--- src/rtl/olt_pkg.sv ---
package olt_pkg;
    typedef enum logic [1:0] {
        CHK_READY = 2'd0,
        CHK_ALIAS = 2'd1,
        CHK_FULL  = 2'd2
    } chk_status_e;

    localparam logic [3:0] KIND_LOCK_WR = 4'd11;

    function automatic logic is_write_class(input logic [3:0] kind);
        return kind >= 4'd2;
    endfunction
endpackage

--- src/rtl/olt_table.sv ---
module olt_table #(
    parameter int ENTRIES = 8,
    parameter int LINE_W  = 32,
    parameter int THRESH  = 64,
    parameter int TCNT_W  = 4
) (
    input  logic              clk,
    input  logic              rst_n,
    input  logic [LINE_W-1:0] lk_line,
    input  logic              alloc_en,
    input  logic [LINE_W-1:0] alloc_line,
    input  logic              free_en,
    input  logic [LINE_W-1:0] free_line,
    output logic              lk_hit,
    output logic              free_hit,
    output logic [TCNT_W-1:0] occ,
    output logic              aged
);
    localparam int AGE_W = $clog2(THRESH + 1);
    localparam logic [AGE_W-1:0] AGE_MAX = AGE_W'(THRESH);

    typedef struct packed {
        logic [ENTRIES-1:0]             vld;
        logic [ENTRIES-1:0][LINE_W-1:0] line;
        logic [ENTRIES-1:0][AGE_W-1:0]  age;
    } tbl_t;

    tbl_t s_d, s_q;
    logic [ENTRIES-1:0] lk_match, fr_match;

    always_comb begin
        for (int i = 0; i < ENTRIES; i++) begin
            lk_match[i] = s_q.vld[i] && (s_q.line[i] == lk_line);
            fr_match[i] = s_q.vld[i] && (s_q.line[i] == free_line);
        end
    end

    assign lk_hit   = |lk_match;
    assign free_hit = |fr_match;

    always_comb begin
        logic placed;
        s_d    = s_q;
        placed = 1'b0;
        occ    = '0;
        aged   = 1'b0;
        for (int i = 0; i < ENTRIES; i++) begin
            if (s_q.vld[i]) begin
                occ = occ + 1'b1;
                if (s_q.age[i] >= AGE_MAX) aged = 1'b1;
                else s_d.age[i] = s_q.age[i] + 1'b1;
            end
            if (free_en && fr_match[i]) s_d.vld[i] = 1'b0;
        end
        for (int i = 0; i < ENTRIES; i++) begin
            if (alloc_en && !placed && !s_q.vld[i]) begin
                s_d.vld[i]  = 1'b1;
                s_d.line[i] = alloc_line;
                s_d.age[i]  = '0;
                placed      = 1'b1;
            end
        end
    end

    always_ff @(posedge clk) begin
        if (!rst_n) s_q <= '0;
        else        s_q <= s_d;
    end

    // a line is held at most once, so a response frees at most one slot
    assert_single_match_R8: assert property (@(posedge clk) disable iff (!rst_n)
        $onehot0(fr_match));
    // allocation only into a table with room
    assert_table_room_R7: assert property (@(posedge clk) disable iff (!rst_n)
        alloc_en |-> (occ < TCNT_W'(ENTRIES)));
endmodule

--- src/rtl/olt_tracker.sv ---
module olt_tracker
    import olt_pkg::*;
#(
    parameter int LINE_W  = 32,
    parameter int ENTRIES = 8,
    parameter int MAX_OUT = 8,
    parameter int THRESH  = 64,
    parameter int STALL_W = 16,
    parameter int CNT_W   = $clog2(2 * ENTRIES + 1)
) (
    input  logic               clk,
    input  logic               rst_n,
    input  logic               chk_valid,
    input  logic [3:0]         chk_kind,
    input  logic [LINE_W-1:0]  chk_line,
    input  logic               chk_blocked,
    input  logic               dq_full,
    output logic [1:0]         chk_status,
    input  logic               alloc_valid,
    input  logic [3:0]         alloc_kind,
    input  logic [LINE_W-1:0]  alloc_line,
    input  logic               rsp_valid,
    input  logic               rsp_write,
    input  logic [LINE_W-1:0]  rsp_line,
    output logic [CNT_W-1:0]   out_count,
    output logic               deadlock,
    output logic               proto_err,
    output logic [STALL_W-1:0] st_wait_ld,
    output logic [STALL_W-1:0] st_wait_st,
    output logic [STALL_W-1:0] ld_wait_st,
    output logic [STALL_W-1:0] ld_wait_ld
);
    localparam int TCNT_W = $clog2(ENTRIES + 1);
    localparam int SCAN_W = $clog2(THRESH + 1);
    localparam logic [SCAN_W-1:0] SCAN_LAST = SCAN_W'(THRESH - 1);
    localparam logic [CNT_W-1:0]  CNT_MAX   = CNT_W'(MAX_OUT);

    typedef struct packed {
        logic [CNT_W-1:0]        cnt;
        logic [SCAN_W-1:0]       scan;
        logic                    dl;
        logic                    perr;
        logic [3:0][STALL_W-1:0] stall;
    } st_t;

    st_t r_d, r_q;
    chk_status_e status;
    logic [1:0] hit, fhit, aged;
    logic [1:0][TCNT_W-1:0] occ;
    logic chk_wr, alloc_wr, rsp_ok;

    assign chk_wr   = is_write_class(chk_kind);
    assign alloc_wr = is_write_class(alloc_kind);

    // index 0: read table, index 1: write table
    for (genvar g = 0; g < 2; g++) begin : g_tbl
        olt_table #(
            .ENTRIES(ENTRIES), .LINE_W(LINE_W), .THRESH(THRESH), .TCNT_W(TCNT_W)
        ) u_tbl (
            .clk       (clk),
            .rst_n     (rst_n),
            .lk_line   (chk_line),
            .alloc_en  (alloc_valid && (alloc_wr == 1'(g))),
            .alloc_line(alloc_line),
            .free_en   (rsp_valid && (rsp_write == 1'(g))),
            .free_line (rsp_line),
            .lk_hit    (hit[g]),
            .free_hit  (fhit[g]),
            .occ       (occ[g]),
            .aged      (aged[g])
        );
    end

    assign rsp_ok = rsp_write ? fhit[1] : fhit[0];

    always_comb begin
        r_d = r_q;
        if ((r_q.cnt >= CNT_MAX) || dq_full)              status = CHK_FULL;
        else if (chk_blocked && chk_kind != KIND_LOCK_WR) status = CHK_ALIAS;
        else if (|hit)                                    status = CHK_ALIAS;
        else                                              status = CHK_READY;

        if (chk_valid && status == CHK_ALIAS && !(chk_blocked && chk_kind != KIND_LOCK_WR)) begin
            if (chk_wr) begin
                if (hit[0]) r_d.stall[0] = r_q.stall[0] + 1'b1;
                else        r_d.stall[1] = r_q.stall[1] + 1'b1;
            end else begin
                if (hit[1]) r_d.stall[2] = r_q.stall[2] + 1'b1;
                else        r_d.stall[3] = r_q.stall[3] + 1'b1;
            end
        end

        r_d.cnt = r_q.cnt + CNT_W'(alloc_valid) - CNT_W'(rsp_valid && rsp_ok);
        if (rsp_valid && !rsp_ok) r_d.perr = 1'b1;

        if (r_q.cnt == '0) begin
            r_d.scan = '0;
        end else if (r_q.scan >= SCAN_LAST) begin
            r_d.scan = '0;
            if (|aged) r_d.dl = 1'b1;
        end else begin
            r_d.scan = r_q.scan + 1'b1;
        end
    end

    always_ff @(posedge clk) begin
        if (!rst_n) r_q <= '0;
        else        r_q <= r_d;
    end

    assign chk_status = status;
    assign out_count  = r_q.cnt;
    assign deadlock   = r_q.dl;
    assign proto_err  = r_q.perr;
    assign st_wait_ld = r_q.stall[0];
    assign st_wait_st = r_q.stall[1];
    assign ld_wait_st = r_q.stall[2];
    assign ld_wait_ld = r_q.stall[3];

    assert_count_match_R7: assert property (@(posedge clk) disable iff (!rst_n)
        r_q.cnt == (CNT_W'(occ[0]) + CNT_W'(occ[1])));
    assert_downstream_full_R3: assert property (@(posedge clk) disable iff (!rst_n)
        dq_full |-> chk_status == 2'd2);
    assert_alloc_limit_R3: assert property (@(posedge clk) disable iff (!rst_n)
        alloc_valid |-> r_q.cnt < CNT_MAX);
    assert_deadlock_sticky_R6: assert property (@(posedge clk) disable iff (!rst_n)
        deadlock |=> deadlock);
    assert_error_sticky_R9: assert property (@(posedge clk) disable iff (!rst_n)
        proto_err |=> proto_err);
endmodule

--- config.mk ---
export PLATFORM = sky130hd
export DESIGN_NAME = olt_tracker
export DESIGN_NICKNAME = d
export VERILOG_FILES = /design/src/rtl/olt_pkg.sv /design/src/rtl/olt_table.sv /design/src/rtl/olt_tracker.sv
export SDC_FILE = /design/constraint.sdc
export NUM_CORES = 2
export LEC_CHECK = 0
export BUFFER_PORTS_ARGS = -buffer_cell sky130_fd_sc_hd__buf_2
export CAP_MARGIN = 30
export CORE_ASPECT_RATIO = 0.75
export CORE_MARGIN = 2
export CORE_UTILIZATION = 35
export CTS_CLUSTER_DIAMETER = 30
export DETAILED_ROUTE_END_ITERATION = 8
export PLACE_DENSITY = 0.6
export SLEW_MARGIN = 40
export SYNTH_ARGS = -nofsm -noshare
export SYNTH_HDL_FRONTEND = slang
export SYNTH_SLANG_ARGS = --single-unit
export TNS_END_PERCENT = 1
--- constraint.sdc ---
create_clock -name clk -period 6.3 [get_ports clk]
set_clock_uncertainty 0.2 [all_clocks]
set_input_delay 1.26 -clock clk [delete_from_list [all_inputs] [get_ports clk]]
set_output_delay 1.26 -clock clk [all_outputs]
set_load 0.03 [all_outputs]
==> impl_metrics.json <==
{
  "status": "complete, no violations",
  "path_class": "primary input to output pin",
  "cp.required_ns": 4.84,
  "viasPerCell": 5.635,
  "setup_viol_count_final": 0,
  "fmax_ghz": 0.1757,
  "dpl_worst_slack_ns": 0.7021,
  "num_vias": 37420,
  "cp_cell_sequence": "buf_2, buf_4, buf_4, xnor2_1, and3_1, nand3_1, nand4_1, nor4_1, a21oi_1, buf_2",
  "worstPathArrival_ns": 4.23,
  "fillers": 11120,
  "worstSkewPairLatency_ns": 0.78,
  "slowest_stage": "nor4_1",
  "ir_drop_mv": 0.2873,
  "cts_max_level": 4,
  "seq_area_frac_synth": 0.3633,
  "setup_slack_ns": 0.6078,
  "grt_overflow": 0,
  "grt_start_max_net_pins": 155,
  "drc": 0,
  "wirelength_um": 173800,
  "synthFlopType": "dfxtp_1",
  "multi_input_area_um2": 22940,
  "cts_hold_buffers": 0,
  "dieArea_um2": 115800,
  "critPathLaunchType": "primary input",
  "ys_ff_latch": 718,
  "power_density_nw_per_um2": 298.8,
  "antenna_found_initial": 10,
  "register_area_um2": 14370,
  "cts_root_buffer": "clkbuf_16",
  "hold_path.class": "flop to flop",
  "start_util": 0.3538,
  "port_buffers": 183,
  "path_max_fanout": 7,
  "tightestPinTransition_ns": 1.034,
  "ant_nets": 0,
  "grt_pass1_vias": 33810,
  "drtIter0Drc": 6043,
  "yosys_warnings": 0,
  "syn_avg_cell_area_um2": 7.929,
  "globalplace.congestion": 1.003,
  "cts.sink_count": 718,
  "fin_setup_tns_ns": 0,
  "endpoint_kind": "output pin",
  "postCtsResizedCells": 0,
  "wl_per_cell_um": 26.17,
  "syn_to_final_growth_pct": 18.58,
  "place_hpwl_um": 113100,
  "stdcell_area_um2": 46910,
  "dr.pass1.iters": 6,
  "cts_tree": "built",
  "clock_path_buffers": 3,
  "syn-num-nets": 5130,
  "final_common_cell": "nand2_1",
  "fin_crit_sh": 0.9035,
  "layout_common_cells": "1120 x nand2_1, 718 x dfxtp_1, 594 x a21oi_1",
  "leakagePower_uw": 0.01718,
  "max-slew-margin-rel": 0.3106,
  "die_h_um": 295.2,
  "synth_cell_types": 66,
  "cts-buffers-inserted": 146,
  "final_max_slew_viol_count": 0,
  "clk_pin_slew_worst_paths_ns": 0.04,
  "post_cts_buffers": 0,
  "period_needed_ns": 5.692,
  "grt_pass1_wl_um": 242000,
  "fp.coreArea_um2": 111800,
  "die_w_um": 392.2,
  "synth_edf_count": 0,
  "grtUsageTotal": 0.2911,
  "synthCells": 4989,
  "hold_violations": 0,
  "nNetsFinal": 5151,
  "synthesis.area_um2": 39560,
  "synthArstFlopShare": 0,
  "final_layout_size_suffix_gt1_frac": 0.1249,
  "pin_count": 185,
  "num_rows": 106,
  "cpPeakStageDelay_ns": 0.61,
  "rsz0062_at_grt": "false",
  "postPlaceCellArea_um2": 41780,
  "drv_cap": 0
}
## kinds of logic (layout without fill, tap and decap cells)
group	count (synthesis)	after routing	synth area share
mux	15	15	0.003922
compound gates	727	727	0.1003
simple gates	1891	1891	0.2182
buf+inv	506	643	0.06016
other cells	1	4	0.00009479
fa+ha+maj	29	29	0.009362
xor+xnor	1102	1102	0.2446
flops	718	718	0.3633
## flip-flops by register name, summed over array words and instances, names as in the netlist
| name | flops |
|---|---|
| g_tbl.u_tbl.s_q | 640 |
| ld_wait_ld | 16 |
| ld_wait_st | 16 |
| st_wait_ld | 16 |
| st_wait_st | 16 |
| r_q | 7 |
| out_count | 5 |
| deadlock | 1 |
| proto_err | 1 |
## Yosys cell counts, drive strengths merged (14+ instances only)
cell type	n	area (um^2)
a21oi	594	2973
ha	28	350.3
and3	33	206.5
nand3	82	410.4
inv	32	120.1
nor2	163	611.8
xnor2	531	4673
nand2b	16	100.1
nor2b	16	100.1
a31oi	14	87.58
dfxtp	718	14370
or3	31	193.9
buf	156	1066
xor2	571	5001
o31ai	23	172.7
o21ai	37	188.9
nand2	1121	4208
nor4	137	863.3
nor3	46	230.2
clkbuf	317	1190
nand4	159	1016
or4	34	266.5
## layout make-up
cell class | instances | share of cell area
multi-input combinational | 3765 | 0.4890
tap | 1512 | 0.04033
inverter | 33 | 0.002907
clock inverter | 80 | 0.02224
sequential | 718 | 0.3064
clock buffer | 184 | 0.08615
antenna | 3 | 0.0001600
timing repair buffer | 346 | 0.05281
## through the flow
stage          cells  hold slack [ns]  power (uW)    util
3_5_place_dp    6374           0.2366        5988  0.3737
6_report        6641           0.2402       14020  0.4196
4_1_cts         6638           0.2434       13990  0.4192
3_3_place_gp    6371           0.2357        5976  0.3727
5_1_grt         6638           0.2930       14320  0.4195
2_1_floorplan   4989           0.2366        5445       -
## power breakdown
part	total, uW	internal [uW]	switching [uW]	leakage, uW
registers	4650	4590	50.6	0.00579
clock network	8030	5260	2760	0.00247
logic	1340	389	956	0.00892
## metal layers
| metal | vias to the layer above | track usage | wire, um |
|---|---|---|---|
| met4 | 2 | 0.1538 | 9924 |
| met1 | 17630 | 0.4056 | 69070 |
| li1 | 16550 | - | - |
| met3 | 603 | 0.1063 | 28330 |
| met5 | - | 0 | 13 |
| met2 | 2644 | 0.3844 | 66430 |
## critical path, delay by kind of cell
family | cells | cell delay, ns
buffers and inverters | 4 | 1.28
AND/OR/NAND/NOR | 4 | 1.47
XOR/XNOR | 1 | 0.08
AO/OA/AOI/OAI | 1 | 0.13
## worst paths after layout
kind,start,endpoint,slack (ns),cells after the start
worst max-delay path,chk_line[6],chk_status[0],0.61,10
worst min-delay path,proto_err,proto_err,0.24,2
worst max register to register,g_tbl[1].u_tbl.s_q[62],out_count[4],2.14,17
worst min register to register,proto_err,proto_err,0.24,2
Note: power is estimated with default switching activity, not from simulation.
